--- src/rtl/syst_pkg.sv ---
package syst_pkg;

  typedef enum logic [2:0] {
    PH_IDLE,
    PH_SYNC,
    PH_TSI,
    PH_PARAM,
    PH_PAUSE,
    PH_RESULT,
    PH_TAIL,
    PH_DONE
  } phase_e;

  localparam logic [4:0] STABLE_LOCK_CODE = 5'b00100;

  function automatic int max_int(input int a, input int b);
    return (a > b) ? a : b;
  endfunction

  function automatic int slot_bits(input int mc);
    return (2 * mc > 8) ? $clog2(2 * mc) : 3;
  endfunction

  function automatic phase_e phase_after(input phase_e p);
    case (p)
      PH_SYNC:   return PH_TSI;
      PH_TSI:    return PH_PARAM;
      PH_PARAM:  return PH_PAUSE;
      PH_PAUSE:  return PH_RESULT;
      PH_RESULT: return PH_TAIL;
      PH_TAIL:   return PH_DONE;
      default:   return PH_IDLE;
    endcase
  endfunction

endpackage

--- src/rtl/syst_launch.sv ---
module syst_launch
  import syst_pkg::*;
#(
  parameter int FAIL_LIMIT = 3
) (
  input  logic       clk,
  input  logic       rst,
  input  logic       busy,
  input  logic       host_req,
  input  logic [4:0] host_code,
  input  logic       startup_fail,
  output logic       start,
  output logic [4:0] code
);
  localparam int FW = $clog2(FAIL_LIMIT + 1);

  logic [FW-1:0] fail_cnt;
  logic          auto_hit;

  assign auto_hit = startup_fail && (fail_cnt == FW'(FAIL_LIMIT - 1));
  assign start    = !busy && (host_req || auto_hit);
  assign code     = host_req ? host_code : STABLE_LOCK_CODE;

  always_ff @(posedge clk) begin
    if (rst) begin
      fail_cnt <= '0;
    end else if (!busy) begin
      if (start)             fail_cnt <= '0;
      else if (startup_fail) fail_cnt <= fail_cnt + FW'(1);
    end
  end

  AST_CNT_BOUND: assert property (@(posedge clk) disable iff (rst)
    fail_cnt < FW'(FAIL_LIMIT));
  AST_FAIL_FROZEN: assert property (@(posedge clk) disable iff (rst)
    busy |=> $stable(fail_cnt));

endmodule

--- src/rtl/syst_sequencer.sv ---
module syst_sequencer
  import syst_pkg::*;
#(
  parameter int MC       = 8,
  parameter int T_SYNC   = 8,
  parameter int T_GAP    = 4,
  parameter int T_TSI_LO = 4,
  parameter int T_TSI_HI = 4,
  parameter int T_BIT    = 8,
  parameter int T_PAUSE  = 40,
  parameter int T_SLOT   = 16,
  parameter int T_TAIL   = 48,
  parameter int IW       = 4
) (
  input  logic          clk,
  input  logic          rst,
  input  logic          start,
  input  logic [4:0]    code,
  input  logic          own_alive_n,
  input  logic          own_lock_n,
  output phase_e        phase,
  output logic [IW-1:0] slot,
  output logic          sample_en,
  output logic          line_pull
);
  localparam int DUR_MAX = max_int(max_int(max_int(T_SYNC, T_GAP), max_int(T_TSI_LO, T_TSI_HI)),
                                   max_int(max_int(T_BIT, T_PAUSE), max_int(T_SLOT, T_TAIL)));
  localparam int CW = $clog2(DUR_MAX + 1);

  logic [CW-1:0] tick;
  logic [IW-1:0] idx;
  logic [4:0]    code_r;
  logic [CW-1:0] dur;
  logic          last_idx;
  logic          pull_c;
  logic          tick_end;

  always_comb begin
    dur      = CW'(1);
    last_idx = 1'b1;
    pull_c   = 1'b0;
    case (phase)
      PH_SYNC: begin
        dur      = idx[0] ? CW'(T_GAP) : CW'(T_SYNC);
        last_idx = (idx == IW'(1));
        pull_c   = !idx[0];
      end
      PH_TSI: begin
        dur      = idx[0] ? CW'(T_TSI_HI) : CW'(T_TSI_LO);
        last_idx = (idx == IW'(5));
        pull_c   = !idx[0];
      end
      PH_PARAM: begin
        dur      = CW'(T_BIT);
        last_idx = (idx == IW'(4));
        pull_c   = code_r[3'd4 - idx[2:0]];
      end
      PH_PAUSE: dur = CW'(T_PAUSE);
      PH_RESULT: begin
        dur      = CW'(T_SLOT);
        last_idx = (idx == IW'(2 * MC - 1));
        pull_c   = ((idx == IW'(0)) && !own_alive_n) || ((idx == IW'(1)) && !own_lock_n);
      end
      PH_TAIL: dur = CW'(T_TAIL);
      default: ;
    endcase
  end

  assign tick_end  = (tick == dur - CW'(1));
  assign sample_en = (phase == PH_RESULT) && (tick == CW'(T_SLOT / 2));
  assign slot      = idx;

  always_ff @(posedge clk) begin
    if (rst) begin
      phase     <= PH_IDLE;
      tick      <= '0;
      idx       <= '0;
      code_r    <= '0;
      line_pull <= 1'b0;
    end else begin
      line_pull <= pull_c;
      case (phase)
        PH_IDLE: begin
          if (start) begin
            phase  <= PH_SYNC;
            code_r <= code;
            tick   <= '0;
            idx    <= '0;
          end
        end
        PH_DONE: phase <= PH_IDLE;
        default: begin
          if (tick_end) begin
            tick <= '0;
            if (last_idx) begin
              idx   <= '0;
              phase <= phase_after(phase);
            end else begin
              idx <= idx + IW'(1);
            end
          end else begin
            tick <= tick + CW'(1);
          end
        end
      endcase
    end
  end

  AST_IDLE_QUIET: assert property (@(posedge clk) disable iff (rst)
    (phase == PH_IDLE) |=> !line_pull);
  AST_NO_ABORT: assert property (@(posedge clk) disable iff (rst)
    (phase != PH_IDLE && phase != PH_DONE) |=> (phase != PH_IDLE));
  AST_IDLE_HOLD: assert property (@(posedge clk) disable iff (rst)
    (phase == PH_IDLE && !start) |=> (phase == PH_IDLE));
  AST_CODE_HELD: assert property (@(posedge clk) disable iff (rst)
    (phase != PH_IDLE) |=> $stable(code_r));

endmodule

--- src/rtl/syst_collect.sv ---
module syst_collect #(
  parameter int MC = 8,
  parameter int IW = 4
) (
  input  logic          clk,
  input  logic          rst,
  input  logic          line_in,
  input  logic          sample_en,
  input  logic [IW-1:0] slot,
  input  logic          finish,
  output logic          done,
  output logic [MC-1:0] alive,
  output logic [MC-1:0] locked
);
  logic          line_meta;
  logic          line_s;
  logic [MC-1:0] sh_alive;
  logic [MC-1:0] sh_lock;

  always_ff @(posedge clk) begin
    if (rst) begin
      line_meta <= 1'b1;
      line_s    <= 1'b1;
    end else begin
      line_meta <= line_in;
      line_s    <= line_meta;
    end
  end

  for (genvar c = 0; c < MC; c++) begin : g_cls
    logic a_q;
    logic l_q;
    always_ff @(posedge clk) begin
      if (rst) begin
        a_q <= 1'b0;
        l_q <= 1'b0;
      end else if (sample_en && (slot[IW-1:1] == (IW-1)'(c))) begin
        if (!slot[0]) a_q <= !line_s;
        else          l_q <= !line_s;
      end
    end
    assign sh_alive[c] = a_q;
    assign sh_lock[c]  = l_q;
  end

  always_ff @(posedge clk) begin
    if (rst) begin
      done   <= 1'b0;
      alive  <= '0;
      locked <= '0;
    end else begin
      done <= finish;
      if (finish) begin
        alive  <= sh_alive;
        locked <= sh_lock;
      end
    end
  end

  AST_FLAGS_HELD: assert property (@(posedge clk) disable iff (rst)
    !finish |=> ($stable(alive) && $stable(locked)));
  AST_DONE_PULSE: assert property (@(posedge clk) disable iff (rst)
    done |=> !done);

endmodule

--- src/rtl/syst_initiator.sv ---
module syst_initiator
  import syst_pkg::*;
#(
  parameter int MC         = 8,
  parameter int FAIL_LIMIT = 3,
  parameter int T_SYNC     = 8,
  parameter int T_GAP      = 4,
  parameter int T_TSI_LO   = 4,
  parameter int T_TSI_HI   = 4,
  parameter int T_BIT      = 8,
  parameter int T_PAUSE    = 40,
  parameter int T_SLOT     = 16,
  parameter int T_TAIL     = 48
) (
  input  logic          clk,
  input  logic          rst,
  input  logic          host_req,
  input  logic [4:0]    host_code,
  input  logic          startup_fail,
  input  logic          own_alive_n,
  input  logic          own_lock_n,
  input  logic          line_in,
  output logic          line_pull,
  output logic          busy,
  output logic          done,
  output logic [MC-1:0] alive,
  output logic [MC-1:0] locked
);
  localparam int IW = slot_bits(MC);

  logic          start;
  logic [4:0]    code;
  phase_e        phase;
  logic [IW-1:0] slot;
  logic          sample_en;

  assign busy = (phase != PH_IDLE);

  syst_launch #(.FAIL_LIMIT(FAIL_LIMIT)) u_launch (
    .clk(clk), .rst(rst), .busy(busy), .host_req(host_req), .host_code(host_code),
    .startup_fail(startup_fail), .start(start), .code(code)
  );

  syst_sequencer #(
    .MC(MC), .T_SYNC(T_SYNC), .T_GAP(T_GAP), .T_TSI_LO(T_TSI_LO), .T_TSI_HI(T_TSI_HI),
    .T_BIT(T_BIT), .T_PAUSE(T_PAUSE), .T_SLOT(T_SLOT), .T_TAIL(T_TAIL), .IW(IW)
  ) u_seq (
    .clk(clk), .rst(rst), .start(start), .code(code), .own_alive_n(own_alive_n),
    .own_lock_n(own_lock_n), .phase(phase), .slot(slot), .sample_en(sample_en),
    .line_pull(line_pull)
  );

  syst_collect #(.MC(MC), .IW(IW)) u_collect (
    .clk(clk), .rst(rst), .line_in(line_in), .sample_en(sample_en), .slot(slot),
    .finish(phase == PH_DONE), .done(done), .alive(alive), .locked(locked)
  );

endmodule

--- config.mk ---
export PLATFORM = sky130hd
export DESIGN_NAME = syst_initiator
export DESIGN_NICKNAME = d
export VERILOG_FILES = /design/src/rtl/syst_pkg.sv /design/src/rtl/syst_launch.sv /design/src/rtl/syst_sequencer.sv /design/src/rtl/syst_collect.sv /design/src/rtl/syst_initiator.sv
export SDC_FILE = /design/constraint.sdc
export NUM_CORES = 1
export LEC_CHECK = 0
export BUFFER_PORTS_ARGS = -buffer_cell sky130_fd_sc_hd__buf_2
export CAP_MARGIN = 20
export CORE_ASPECT_RATIO = 0.8
export CORE_MARGIN = 2
export CORE_UTILIZATION = 50
export CTS_CLUSTER_SIZE = 20
export DETAILED_ROUTE_END_ITERATION = 8
export GPL_TIMING_DRIVEN = 0
export PLACE_DENSITY_LB_ADDON = 0.05
export SKIP_LAST_GASP = 1
export SYNTH_ARGS = -nofsm -noshare
export SYNTH_HDL_FRONTEND = slang
export SYNTH_HIERARCHICAL = 1
export SYNTH_SLANG_ARGS = --single-unit
--- constraint.sdc ---
create_clock -name clk -period 2.5 [get_ports clk]
set_input_delay 0 -clock clk [delete_from_list [all_inputs] [get_ports clk]]
set_output_delay 0 -clock clk [all_outputs]
set_load 0.1 [all_outputs]
==> metrics.txt <==
# TYPE chip_impl_metric gauge
chip_impl_metric{name="cts.clk_slew.worst_paths",unit="ps"} 90
chip_impl_info{name="worst_setup_path_end_kind",value="flop"} 1
chip_impl_metric{name="cts_htree_levels",unit=""} 2
chip_impl_info{name="worst_setup_path_endpoint",value="u_seq/phase[0]"} 1
chip_impl_metric{name="critical_path_buf_inv_count",unit=""} 1
chip_impl_metric{name="final_design_area_no_fill",unit="µm²"} 3242
chip_impl_metric{name="n_antenna_cell",unit=""} 0
chip_impl_metric{name="area_growth_syn_to_layout",unit="%"} 16.03
chip_impl_metric{name="grt_max_degree",unit=""} 18
chip_impl_metric{name="first_pass_iters",unit=""} 5
chip_impl_metric{name="grt_pass1_vias",unit=""} 2024
chip_impl_metric{name="synthMuxAreaShare",unit="%"} 8.822
chip_impl_metric{name="chipHeight",unit="µm"} 70.86
chip_impl_info{name="reg2reg_from",value="u_seq/phase[0]"} 1
chip_impl_info{name="cts_tree",value="built"} 1
chip_impl_metric{name="timing.critical_path.fanout_max",unit=""} 8
chip_impl_info{name="synth.top_cells.by_area",value="sky130_fd_sc_hd__dfxtp_1 40%, sky130_fd_sc_hd__mux2i_1 7.9%, sky130_fd_sc_hd__nor2_1 4.8%"} 1
chip_impl_metric{name="synth_compound_gate_area_share",unit="%"} 19.93
chip_impl_metric{name="yosys.area_share.xor_xnor",unit="%"} 2.194
chip_impl_info{name="timing.hold.worst.class",value="in2reg"} 1
chip_impl_metric{name="netlist_area",unit="µm²"} 2794
chip_impl_info{name="top_family_by_delay_on_critical_path",value="compound AO/OA/AOI/OAI gates"} 1
chip_impl_metric{name="grt_antenna_before_repair",unit=""} 0
chip_impl_metric{name="synth_seq_cells",unit=""} 56
chip_impl_metric{name="power.density_cell_area",unit="nW/µm²"} 865.8
chip_impl_metric{name="post-route-drc-count",unit=""} 0
chip_impl_metric{name="hold_violations",unit=""} 0
chip_impl_metric{name="core",unit="µm²"} 5435
chip_impl_metric{name="worst-slew-pin-transition",unit="ps"} 569.5
chip_impl_info{name="yosys.cell_count.top_type",value="sky130_fd_sc_hd__dfxtp_1"} 1
chip_impl_metric{name="initial_utilization",unit="%"} 51.40
chip_impl_metric{name="ff2ff_setup_slack",unit="ps"} 70
chip_impl_metric{name="slew_headroom",unit="%"} 61.89
chip_impl_metric{name="io_pins",unit=""} 31
chip_impl_info{name="outcome",value="finished clean"} 1
chip_impl_metric{name="synthArstFlopShare",unit="%"} 0
chip_impl_info{name="ys.flop_type",value="sky130_fd_sc_hd__dfxtp_1"} 1
chip_impl_metric{name="finalCritPeriodShare",unit="%"} 97.32
chip_impl_metric{name="grt_first_pass_wirelength",unit="mm"} 10.21
chip_impl_metric{name="avgViaCountPerCell",unit=""} 5.498
chip_impl_metric{name="worst-endpoint-required",unit="ps"} 2700
chip_impl_metric{name="synthDominantCellAreaShare",unit="%"} 40.13
chip_impl_metric{name="max_cap_violations",unit=""} 0
chip_impl_metric{name="deepest_clock_path_buffer_count",unit=""} 2
chip_impl_metric{name="grt_usage",unit="%"} 21.00
chip_impl_metric{name="slowest_delay",unit="ps"} 380
chip_impl_metric{name="final.hold.worst_slack",unit="ps"} 31.95
chip_impl_metric{name="drive_above_1_share",unit="%"} 23.70
chip_impl_metric{name="depth_of_the_worst_register_to_register_path",unit=""} 9
chip_impl_metric{name="syn-instance-count",unit=""} 303
chip_impl_metric{name="setup_viol_count_final",unit=""} 0
chip_impl_info{name="critical_path.startpoint_type",value="flop"} 1
chip_impl_metric{name="cts.sink_count",unit=""} 56
chip_impl_metric{name="timing.clock.skew",unit="ps"} 15.61
chip_impl_metric{name="synth_warnings",unit=""} 6
chip_impl_metric{name="timing.final.max_slew_violations",unit=""} 0
chip_impl_metric{name="routabilityCongestion",unit=""} 0.8228
chip_impl_info{name="most_common_library_cells_after_synthesis",value="56 x sky130_fd_sc_hd__dfxtp_1, 36 x sky130_fd_sc_hd__nor2_1, 22 x sky130_fd_sc_hd__mux2i_1"} 1
chip_impl_metric{name="clk-insertion-delay-late",unit="ps"} 320
chip_impl_info{name="holdCritStartpoint",value="host_code[2]"} 1
chip_impl_info{name="critical-path-slowest-cell",value="sky130_fd_sc_hd__dfxtp_4"} 1
chip_impl_metric{name="route.detailed.wl_per_inst",unit="µm"} 14.55
chip_impl_info{name="regToRegEndpoint",value="u_seq/phase[0]"} 1
chip_impl_info{name="timing_worst_setup_path_type",value="reg2reg"} 1
chip_impl_metric{name="synth_edf_count",unit=""} 0
chip_impl_info{name="synth_top_family_by_area",value="simple AND/OR/NAND/NOR gates"} 1
chip_impl_metric{name="syn_nets",unit=""} 325
chip_impl_info{name="clockRootBuffer",value="sky130_fd_sc_hd__clkbuf_8"} 1
chip_impl_metric{name="cts-buffers-inserted",unit=""} 5
chip_impl_metric{name="die_area",unit="µm²"} 6206
chip_impl_metric{name="global_route_total_overflow",unit=""} 0
chip_impl_metric{name="final_wirelength",unit="mm"} 6.168
chip_impl_metric{name="post_synth_fa_ha_maj_area_fraction",unit="%"} 4.478
chip_impl_metric{name="port_buffers",unit=""} 30
chip_impl_metric{name="yosys.area_share.simple",unit="%"} 20.02
chip_impl_metric{name="post_dp_cell_area",unit="µm²"} 3043
chip_impl_metric{name="finalWorstPathRequiredPeriod",unit="ps"} 2433
chip_impl_metric{name="finish.net_count",unit=""} 367
chip_impl_metric{name="ys_seq_area_share",unit="%"} 40.13
chip_impl_metric{name="report.power.total",unit="W"} 0.002807
chip_impl_metric{name="fmax",unit="MHz"} 411.0
chip_impl_metric{name="final_core_util",unit="%"} 59.65
chip_impl_metric{name="ant_nets",unit=""} 0
chip_impl_info{name="cp-startpoint",value="u_seq/phase[0]"} 1
chip_impl_metric{name="final-instance-count-excl-fill",unit=""} 424
chip_impl_metric{name="placed_cells",unit=""} 411
chip_impl_info{name="crit_chain",value="ha_1 > nand2b_1 > nand3_1 > or3_1 > o22ai_2 > o211ai_2 > buf_4 > a31o_1 > o32ai_1"} 1
chip_impl_metric{name="critical_path_arrival",unit="ps"} 2630
chip_impl_metric{name="power.ir.vdd_worst",unit="mV"} 0.6659
chip_impl_info{name="yosys.area.top_type",value="sky130_fd_sc_hd__dfxtp_1"} 1
chip_impl_metric{name="std_cell_rows",unit=""} 24
chip_impl_metric{name="number_of_library_cell_types_mapped_by_synthesis",unit=""} 58
chip_impl_metric{name="avgSynthCellArea",unit="µm²"} 9.221
chip_impl_metric{name="drt_iter0_markers",unit=""} 154
chip_impl_metric{name="p_leak",unit="nW"} 1.217
chip_impl_metric{name="fill_cells",unit=""} 507
chip_impl_metric{name="die_width",unit="µm"} 87.58
chip_impl_metric{name="post-dp-hpwl",unit="mm"} 4.377
chip_impl_metric{name="vias",unit=""} 2331
chip_impl_metric{name="critical_path_depth",unit=""} 9
## metal layers
metal  global-route usage (%)  vias up  share of wire [%]
li1                         -     1173                  -
met1                    34.26     1085                 53
met2                    27.36       67                 40
met3                    3.501        6                5.8
met4                    7.009        0                1.3
met5                        0        -                  0
## placed cells by master (no fill, tap or decap), types with 2 or more instances in the layout
cell type	n
sky130_fd_sc_hd__and3b_1	2
sky130_fd_sc_hd__a211oi_1	16
sky130_fd_sc_hd__nand2_1	21
sky130_fd_sc_hd__nor2b_1	5
sky130_fd_sc_hd__clkbuf_1	6
sky130_fd_sc_hd__nand2b_1	6
sky130_fd_sc_hd__dfxtp_1	53
sky130_fd_sc_hd__buf_4	6
sky130_fd_sc_hd__o21ai_0	7
sky130_fd_sc_hd__or2_2	3
sky130_fd_sc_hd__o22ai_1	2
sky130_fd_sc_hd__buf_2	34
sky130_fd_sc_hd__o41ai_1	3
sky130_fd_sc_hd__ha_1	8
sky130_fd_sc_hd__dfxtp_4	2
sky130_fd_sc_hd__nand4_1	4
sky130_fd_sc_hd__mux2i_1	22
sky130_fd_sc_hd__and2_2	2
sky130_fd_sc_hd__xnor2_1	2
sky130_fd_sc_hd__a31oi_4	2
sky130_fd_sc_hd__o311ai_1	2
sky130_fd_sc_hd__inv_1	12
sky130_fd_sc_hd__or3_1	3
sky130_fd_sc_hd__nor2_1	35
sky130_fd_sc_hd__xor2_1	4
sky130_fd_sc_hd__nor3b_1	6
sky130_fd_sc_hd__clkbuf_8	5
sky130_fd_sc_hd__nor3_1	2
sky130_fd_sc_hd__nand3_1	4
sky130_fd_sc_hd__and2_1	3
sky130_fd_sc_hd__a21oi_1	20
## through the flow
step                      TNS [ps]  worst slack (ps)
final                            0             66.96
after detailed placement    -228.0            -67.75
after global placement      -161.1            -70.86
after floorplan                  0             117.9
after global routing        -106.4            -81.57
after CTS                        0             9.057
## cells by family (layout without fill, tap and decap cells)
| group | after synthesis | count (layout) |
|---|---|---|
| muxes | 23 | 23 |
| AOI/OAI and AO/OA | 73 | 73 |
| buffers and inverters | 27 | 70 |
| adders and majority gates | 10 | 10 |
| and+or+nand+nor | 107 | 107 |
| xor gates and xnor gates | 7 | 7 |
| DFF | 56 | 56 |
## what timing repair did
item / in CTS / in global routing
setup buffers: 0 / 4
endpoints found under the setup margin: 12 / 29
gates cloned: 0 / 0
hold buffers: 1 / 0
hold endpoints to repair: 1 / 0
pin swaps: 0 / 4
resized for setup: 2 / 17
## state kept, by name (all words and copies together) (netlist names)
register,cells
u_collect/alive,8
u_collect/g_cls.a_q,8
u_collect/g_cls.l_q,8
u_collect/locked,8
u_seq/tick,6
u_seq/code_r,5
u_seq/slot,4
u_seq/phase,3
u_launch/fail_cnt,2
u_collect/done,1
u_collect/line_meta,1
u_collect/line_s,1
u_seq/line_pull,1
## how the worst min path moves through the flow
stage | to | slack [ps] | depth (start not counted)
floorplan | u_collect/line_meta | 100 | 1
global placement | u_collect/line_meta | 190 | 2
detailed placement | u_collect/line_meta | 190 | 2
CTS | u_seq/code_r[2] | 20 | 4
global route | u_seq/code_r[2] | 20 | 4
finish | u_seq/code_r[2] | 30 | 4
## power breakdown
part | total (W) | internal, W | leakage (nW) | switching, W
Sequential | 0.00102 | 0.000955 | 0.455 | 0.0000604
Combinational | 0.00129 | 0.000516 | 0.721 | 0.000772
Clock | 0.000503 | 0.000200 | 0.0414 | 0.000303
## area by class of cell
| type | count | area (µm²) | share of cell area (%) |
|---|---|---|---|
| clock buffer | 6 | 72.57 | 2.239 |
| multi-input combinational | 220 | 1609 | 49.63 |
| tap | 78 | 97.59 | 3.010 |
| inverter | 13 | 48.80 | 1.505 |
| buffer | 14 | 77.57 | 2.393 |
| timing repair buffer | 35 | 190.2 | 5.866 |
| sequential | 56 | 1130 | 34.85 |
| clock inverter | 2 | 16.27 | 0.5017 |
## worst reg2reg max path, stage by stage (launching register included)
cell,delay [ps]
sky130_fd_sc_hd__dfxtp_4,380
sky130_fd_sc_hd__ha_1,340
sky130_fd_sc_hd__nand2b_1,200
sky130_fd_sc_hd__nand3_1,110
sky130_fd_sc_hd__or3_1,330
sky130_fd_sc_hd__o22ai_2,220
sky130_fd_sc_hd__o211ai_2,170
sky130_fd_sc_hd__buf_4,170
sky130_fd_sc_hd__a31o_1,170
sky130_fd_sc_hd__o32ai_1,250
(Power assumes the default switching activity.)
